### config.mk
export PLATFORM = sky130hd
export DESIGN_NAME = mem_region_xlat
export DESIGN_NICKNAME = d
export VERILOG_FILES = /design/src/rtl/xlat_pkg.sv /design/src/rtl/xlat_slice.sv /design/src/rtl/xlat_cfg.sv /design/src/rtl/mem_region_xlat.sv
export SDC_FILE = /design/constraint.sdc
export NUM_CORES = 1
export LEC_CHECK = 0
export BUFFER_PORTS_ARGS = -buffer_cell sky130_fd_sc_hd__buf_4
export CORE_ASPECT_RATIO = 2
export CORE_MARGIN = 10
export CORE_UTILIZATION = 55
export DETAILED_ROUTE_END_ITERATION = 10
export PLACE_DENSITY_LB_ADDON = 0.12
export SLEW_MARGIN = 20
export SYNTH_ARGS = -nofsm -noshare
export SYNTH_HDL_FRONTEND = slang
export SYNTH_SLANG_ARGS = --single-unit
### constraint.sdc
create_clock -name clk_i -period 7.1 [get_ports clk_i]
set_input_delay 0 -clock clk_i [delete_from_list [all_inputs] [get_ports clk_i]]
set_output_delay 0 -clock clk_i [all_outputs]
set_load 0.01 [all_outputs]
### src/rtl/xlat_pkg.sv
package xlat_pkg;
  localparam int unsigned SEL_CTL = 0;
  localparam int unsigned SEL_RPK = 1;
  localparam int unsigned SEL_VM  = 2;
endpackage

### src/rtl/xlat_slice.sv
module xlat_slice #(
  parameter int W = 32
) (
  input  logic         clk_i,
  input  logic         rst_ni,
  input  logic         in_valid_i,
  output logic         in_ready_o,
  input  logic [W-1:0] in_data_i,
  output logic         out_valid_o,
  input  logic         out_ready_i,
  output logic [W-1:0] out_data_o
);
  logic         v_q;
  logic [W-1:0] d_q;

  assign in_ready_o  = !v_q || out_ready_i;
  assign out_valid_o = v_q;
  assign out_data_o  = d_q;

  always_ff @(posedge clk_i or negedge rst_ni) begin
    if (!rst_ni) begin
      v_q <= 1'b0;
      d_q <= '0;
    end else if (in_ready_o) begin
      v_q <= in_valid_i;
      if (in_valid_i) d_q <= in_data_i;
    end
  end
endmodule

### src/rtl/xlat_cfg.sv
module xlat_cfg #(
  parameter int                ADDR_W      = 32,
  parameter int                MAP_DEPTH   = 16,
  parameter int                VM_LSB      = 17,
  parameter logic [ADDR_W-1:0] RPK_BASE_RST = 32'h0010_0000,
  parameter logic [ADDR_W-1:0] VM_BASE_RST  = 32'h0040_0000,
  localparam int MAP_IDX_W = $clog2(MAP_DEPTH),
  localparam int CFG_AW    = ((MAP_IDX_W > 2) ? MAP_IDX_W : 2) + 1
) (
  input  logic                             clk_i,
  input  logic                             rst_ni,
  input  logic                             we_i,
  input  logic [CFG_AW-1:0]                addr_i,
  input  logic [ADDR_W-1:0]                wdata_i,
  output logic [ADDR_W-1:0]                rdata_o,
  output logic [ADDR_W-1:0]                ctl_base_o,
  output logic [ADDR_W-1:0]                rpk_base_o,
  output logic [ADDR_W-1:0]                vm_base_o,
  output logic [MAP_DEPTH-1:0][ADDR_W-1:0] map_o
);
  import xlat_pkg::*;

  logic [CFG_AW-2:0]        sel;
  logic                     is_map;
  logic                     we_ctl, we_rpk, we_vm;
  logic [ADDR_W-1:0]        ctl_q, rpk_q;
  logic [ADDR_W-VM_LSB-1:0] vm_hi_q;
  logic [MAP_IDX_W-1:0]     midx;

  assign is_map = addr_i[CFG_AW-1];
  assign sel    = addr_i[CFG_AW-2:0];
  assign midx   = addr_i[MAP_IDX_W-1:0];
  assign we_ctl = we_i && !is_map && (sel == (CFG_AW-1)'(SEL_CTL));
  assign we_rpk = we_i && !is_map && (sel == (CFG_AW-1)'(SEL_RPK));
  assign we_vm  = we_i && !is_map && (sel == (CFG_AW-1)'(SEL_VM));

  always_ff @(posedge clk_i or negedge rst_ni) begin
    if (!rst_ni) begin
      ctl_q   <= '0;
      rpk_q   <= RPK_BASE_RST;
      vm_hi_q <= VM_BASE_RST[ADDR_W-1:VM_LSB];
    end else begin
      if (we_ctl) ctl_q   <= wdata_i;
      if (we_rpk) rpk_q   <= wdata_i;
      if (we_vm)  vm_hi_q <= wdata_i[ADDR_W-1:VM_LSB];
    end
  end

  for (genvar g = 0; g < MAP_DEPTH; g++) begin : g_map
    always_ff @(posedge clk_i or negedge rst_ni) begin
      if (!rst_ni)                                      map_o[g] <= '0;
      else if (we_i && is_map && midx == MAP_IDX_W'(g)) map_o[g] <= wdata_i;
    end
  end

  assign ctl_base_o = ctl_q;
  assign rpk_base_o = rpk_q;
  assign vm_base_o  = {vm_hi_q, {VM_LSB{1'b0}}};

  always_comb begin
    rdata_o = '0;
    if (is_map)                           rdata_o = map_o[midx];
    else if (sel == (CFG_AW-1)'(SEL_CTL)) rdata_o = ctl_q;
    else if (sel == (CFG_AW-1)'(SEL_RPK)) rdata_o = rpk_q;
    else if (sel == (CFG_AW-1)'(SEL_VM))  rdata_o = vm_base_o;
  end
endmodule

### src/rtl/mem_region_xlat.sv
module mem_region_xlat #(
  parameter int                ADDR_W       = 32,
  parameter int                BUF_LOG2     = 11,
  parameter int                MAP_DEPTH    = 16,
  parameter int                VM_LSB       = 17,
  parameter logic [ADDR_W-1:0] RPK_BASE_RST = 32'h0010_0000,
  parameter logic [ADDR_W-1:0] VM_BASE_RST  = 32'h0040_0000,
  localparam int MAP_IDX_W = $clog2(MAP_DEPTH),
  localparam int CFG_AW    = ((MAP_IDX_W > 2) ? MAP_IDX_W : 2) + 1
) (
  input  logic              clk_i,
  input  logic              rst_ni,
  input  logic              cfg_we_i,
  input  logic [CFG_AW-1:0] cfg_addr_i,
  input  logic [ADDR_W-1:0] cfg_wdata_i,
  output logic [ADDR_W-1:0] cfg_rdata_o,
  input  logic              cpu_valid_i,
  output logic              cpu_ready_o,
  input  logic [ADDR_W-1:0] cpu_addr_i,
  output logic              cpu_cbus_valid_o,
  input  logic              cpu_cbus_ready_i,
  output logic [ADDR_W-1:0] cpu_cbus_addr_o,
  output logic              cpu_pbus_valid_o,
  input  logic              cpu_pbus_ready_i,
  output logic [ADDR_W-1:0] cpu_pbus_addr_o,
  input  logic              cbus_valid_i,
  output logic              cbus_ready_o,
  input  logic [ADDR_W-1:0] cbus_addr_i,
  output logic              cmem_valid_o,
  input  logic              cmem_ready_i,
  output logic [ADDR_W-1:0] cmem_addr_o,
  input  logic              pbus_valid_i,
  output logic              pbus_ready_o,
  input  logic [ADDR_W-1:0] pbus_addr_i,
  output logic              pmem_valid_o,
  input  logic              pmem_ready_i,
  output logic [ADDR_W-1:0] pmem_addr_o,
  output logic              pmem_err_o
);
  localparam int HI_LSB = BUF_LOG2 + MAP_IDX_W;

  logic [ADDR_W-1:0]                ctl_base, rpk_base, vm_base;
  logic [MAP_DEPTH-1:0][ADDR_W-1:0] map;

  xlat_cfg #(
    .ADDR_W(ADDR_W), .MAP_DEPTH(MAP_DEPTH), .VM_LSB(VM_LSB),
    .RPK_BASE_RST(RPK_BASE_RST), .VM_BASE_RST(VM_BASE_RST)
  ) cfg_i (
    .clk_i, .rst_ni,
    .we_i(cfg_we_i), .addr_i(cfg_addr_i), .wdata_i(cfg_wdata_i), .rdata_o(cfg_rdata_o),
    .ctl_base_o(ctl_base), .rpk_base_o(rpk_base), .vm_base_o(vm_base), .map_o(map)
  );

  // processor routing
  logic to_ctl, rt_c_rdy, rt_p_rdy;
  assign to_ctl      = cpu_addr_i < rpk_base;
  assign cpu_ready_o = to_ctl ? rt_c_rdy : rt_p_rdy;

  xlat_slice #(.W(ADDR_W)) rt_c_i (
    .clk_i, .rst_ni,
    .in_valid_i(cpu_valid_i && to_ctl), .in_ready_o(rt_c_rdy), .in_data_i(cpu_addr_i),
    .out_valid_o(cpu_cbus_valid_o), .out_ready_i(cpu_cbus_ready_i), .out_data_o(cpu_cbus_addr_o)
  );
  xlat_slice #(.W(ADDR_W)) rt_p_i (
    .clk_i, .rst_ni,
    .in_valid_i(cpu_valid_i && !to_ctl), .in_ready_o(rt_p_rdy), .in_data_i(cpu_addr_i),
    .out_valid_o(cpu_pbus_valid_o), .out_ready_i(cpu_pbus_ready_i), .out_data_o(cpu_pbus_addr_o)
  );

  // control rebase
  xlat_slice #(.W(ADDR_W)) cm_i (
    .clk_i, .rst_ni,
    .in_valid_i(cbus_valid_i), .in_ready_o(cbus_ready_o), .in_data_i(cbus_addr_i - ctl_base),
    .out_valid_o(cmem_valid_o), .out_ready_i(cmem_ready_i), .out_data_o(cmem_addr_o)
  );

  // packet: real or virtual
  logic                 is_virt, oor;
  logic [ADDR_W-1:0]    voff, paddr;
  logic [MAP_IDX_W-1:0] vidx;
  logic                 err_q;

  assign is_virt = pbus_addr_i >= vm_base;
  assign voff    = pbus_addr_i - vm_base;
  assign vidx    = voff[HI_LSB-1:BUF_LOG2];
  assign oor     = is_virt && (|voff[ADDR_W-1:HI_LSB]);
  assign paddr   = is_virt ? map[vidx] + ADDR_W'(voff[BUF_LOG2-1:0])
                           : pbus_addr_i - rpk_base;

  xlat_slice #(.W(ADDR_W)) pm_i (
    .clk_i, .rst_ni,
    .in_valid_i(pbus_valid_i && !oor), .in_ready_o(pbus_ready_o), .in_data_i(paddr),
    .out_valid_o(pmem_valid_o), .out_ready_i(pmem_ready_i), .out_data_o(pmem_addr_o)
  );

  always_ff @(posedge clk_i or negedge rst_ni) begin
    if (!rst_ni) err_q <= 1'b0;
    else         err_q <= pbus_valid_i && pbus_ready_o && oor;
  end
  assign pmem_err_o = err_q;
endmodule

==> reports/qor.yml <==
die-area_um2: 86870
status: "completed"
yosys.area_share.simple: 0.05038
synth.avg_cell_area_um2: 13.16
drv_cap: 0
antenna_found_initial: 4
slowest_stage: "o41ai_1"
postCtsSetupBuffers: 0
seq_power_share: 0.411
startpoint_type: "register"
power.switching_mw: 4.669
die_w_um: 213.5
tightest_slew_ns: 1.140
setup_violations: 0
slew_viol_final: 0
row_count: 141
synthMuxAreaShare: 0.3580
syn_area_um2: 41180
critPathKind: "register to register"
io_pins: 311
first_iter_violations: 2191
final_common_cell: "dfrtp_1"
synth_area_leaders: "dfrtp_1 (44%), mux2_2 (18%), mux4_2 (16%)"
cp.required_ns: 7.62
gp_congestion: 0.9868
crit_path_end_kind: "register"
grt_setup_unrepaired: "no"
ir_drop_v: 0.0002106
critPathMaxStageDelay_ns: 0.63
cp.arrival_ns: 5.19
crit_path_max_fanout: 5
fin_tns_setup_ns: 0
synth_top_area_frac: 0.4388
max_freq_mhz: 214.2
grt_max_degree: 123
clockBufferDepth: 3
wl_per_cell_um: 31.54
initial_core_util: 0.5557
synth-xor-area-share: 0.01829
grt_pass1_vias: 31010
slew_headroom: 0.2380
die_h_um: 407.0
swShare: 0.3294
cts_resized: 0
first_pass_iters: 5
wl_mm: 139.5
io_buffers: 310
insertion_delay_ns: 0.66
period_share: 0.6577
layout-area-overhead-vs-synth_pct: 15.70
clock_sinks: 724
hold_viol_final: 0
crit_buf_inv: 2
syn-num-nets: 3394
crit_path_frequent_cell: "a21o_1"
cts-root-buf: "clkbuf_16"
layout.nets: 3710
p_leak_nw: 21.00
globalRouteOverflowTotal: 0
layout_common_cells: "dfrtp_1 (722), mux2_2 (672), buf_4 (348)"
powerDensity_nw_per_um2: 297.5
ant_nets: 0
htreeDepth: 3
ys_types: 74
fin_util: 0.6430
core-area_um2: 74100
synth_compound_area_frac: 0.06327
synth-main-ff-cell: "dfrtp_1"
crit_family: "compound AO/OA/AOI/OAI gates"
yosysSeqAreaShare: 0.4401
rrSetupSlack_ns: 2.43
yosysTopAreaCell: "dfrtp_1"
cts_tree: "yes"
via_per_inst: 6.624
cts_buffers: 67
synth_top_family_by_area: "multiplexers"
hold_path_class: "primary input to async pin"
vias: 29291
comb_power_share: 0.334
hpwlAfterDp_mm: 98.36
track_usage: 0.3234
clkPwrFrac: 0.256
drive_gt1_frac: 0.4214
synth_fa_ha_area_frac: 0.03762
synth_edf_count: 0
fin_skew_ns: 0.03075
p_int_mw: 9.503
ys_warn_count: 0
fin_crit_ns: 4.669
crit_chain: "inv_1 -> ha_1 -> a21o_1 -> a21o_1 -> o31ai_1 -> a211oi_1 -> o41ai_1 -> a311oi_1 -> or4_1 -> a31oi_1 -> xor2_1 -> dlygate4sd3_1 -> o21ai_1"
route.detailed.drc: 0
synth-async-reset-ratio: 1.000
hold_buffers: 116
grt_pass1_wl_mm: 204.9
synth_seq_cells: 724
clk_pin_slew_worst_paths_ns: 0.07
synthCells: 3129
-- cell usage after synthesis (3+ instances only) --
library cell    n
o21a_1         13
and3_1          5
dfrtp_1       722
and2_1          6
xor2_1         36
o31a_1          4
a31oi_1        13
nor2_1        103
buf_1          55
o21ai_1         3
nor4_1         12
a21o_1         39
nand3_1        23
mux4_2        293
a21oi_1       107
a221o_1         4
o211ai_1        4
ha_1          119
mux4_1         12
nand2b_1       29
and4_1          3
nor2b_1        18
or4_1           6
or3_1           7
o21bai_1        7
fa_1            3
mux2_2        672
mux2i_1        26
inv_1         108
a311oi_1        3
xnor2_1        50
nand2_1       158
o311a_1         3
a22oi_1        32
nand4_1        15
clkbuf_1      144
o31ai_1         9
o22ai_1        10
a22o_1          3
or2_2          14
buf_2          18
o21ai_0       135
nor3_1         22
buf_4           9
a211oi_1       14
-- final cells by class --
class,count,area (um2)
tap,929,1162
timing repair buffer,475,3985
inverter,108,405.4
antenna,2,5.005
fill,5581,26460
sequential,724,18120
clock inverter,14,137.6
multi-input combinational,2069,21860
clock buffer,101,1967
-- worst reg2reg max path, stage by stage, from the launching register on --
cell,delay (ns)
dfrtp_1,0.54
inv_1,0.18
ha_1,0.38
a21o_1,0.20
a21o_1,0.17
o31ai_1,0.56
a211oi_1,0.20
o41ai_1,0.63
a311oi_1,0.26
or4_1,0.46
a31oi_1,0.21
xor2_1,0.15
dlygate4sd3_1,0.56
o21ai_1,0.05
-- final timing paths --
kind	depth (start not counted)	start	to
setup / recovery	13	cfg_i.ctl_base_o[7]	cm_i.out_data_o[30]
hold / removal	3	rst_ni	cm_i.out_data_o[1]
setup reg to reg	13	cfg_i.ctl_base_o[7]	cm_i.out_data_o[30]
hold reg to reg	2	cm_i.out_data_o[12]	cm_i.out_data_o[12]
max in group asynchronous	4	rst_ni	cfg_i.map_o[386]
min in group clk_i	6	pbus_addr_i[23]	pm_i.out_data_o[23]
-- state kept, by name, indices dropped and copies added, names as in the netlist, 15 cells and up --
name	flops
cfg_i.ctl_base_o	32
cfg_i.map_o	512
cfg_i.rpk_base_o	32
cfg_i.vm_hi_q	15
cm_i.out_data_o	32
pm_i.out_data_o	32
rt_c_i.out_data_o	32
rt_p_i.out_data_o	32
-- routing by layer --
layer,vias to the layer above,track usage,routed length (um)
met3,349,0.05888,9706
met2,1298,0.5566,71330
li1,12346,-,-
met1,15294,0.3679,49160
met4,4,0.1936,9232
met5,-,0,26
-- power by group through the flow --
| stage | registers [mW] | logic (mW) | clock network, mW |
|---|---|---|---|
| 6_report | 5.82 | 4.73 | 3.63 |
| 3_5_place_dp | 5.88 | 4.62 | 0 |
| 4_1_cts | 5.80 | 4.72 | 3.68 |
| 3_3_place_gp | 5.78 | 4.50 | 0 |
| 5_1_grt | 5.93 | 5.05 | 3.84 |
| 2_1_floorplan | 5.74 | 2.80 | 0 |
-- kinds of logic after synthesis --
logic type                 after synthesis
muxes                                 1003
DFF                                    724
and+or+nand+nor                        435
AOI/OAI and AO/OA                      423
buffers and inverters                  336
adders and majority gates              122
xor gates and xnor gates                86
-- stage by stage --
stage                     hold WS [ns]  power [mW]  std cells  instance area (um2)  worst slack [ns]
after floorplan                -0.2956       8.545       3129                41180             2.145
after global placement       -0.001910       10.28       4188                44320             2.079
after detailed placement      0.004292       10.50       4189                44340             2.094
after CTS                     0.004393       14.20       4420                47630             2.465
after global routing           0.08002       14.82       4421                47640             2.272
final                          0.03981       14.17       4422                47640             2.431
No activity file was read; power rests on OpenSTA's default activity.
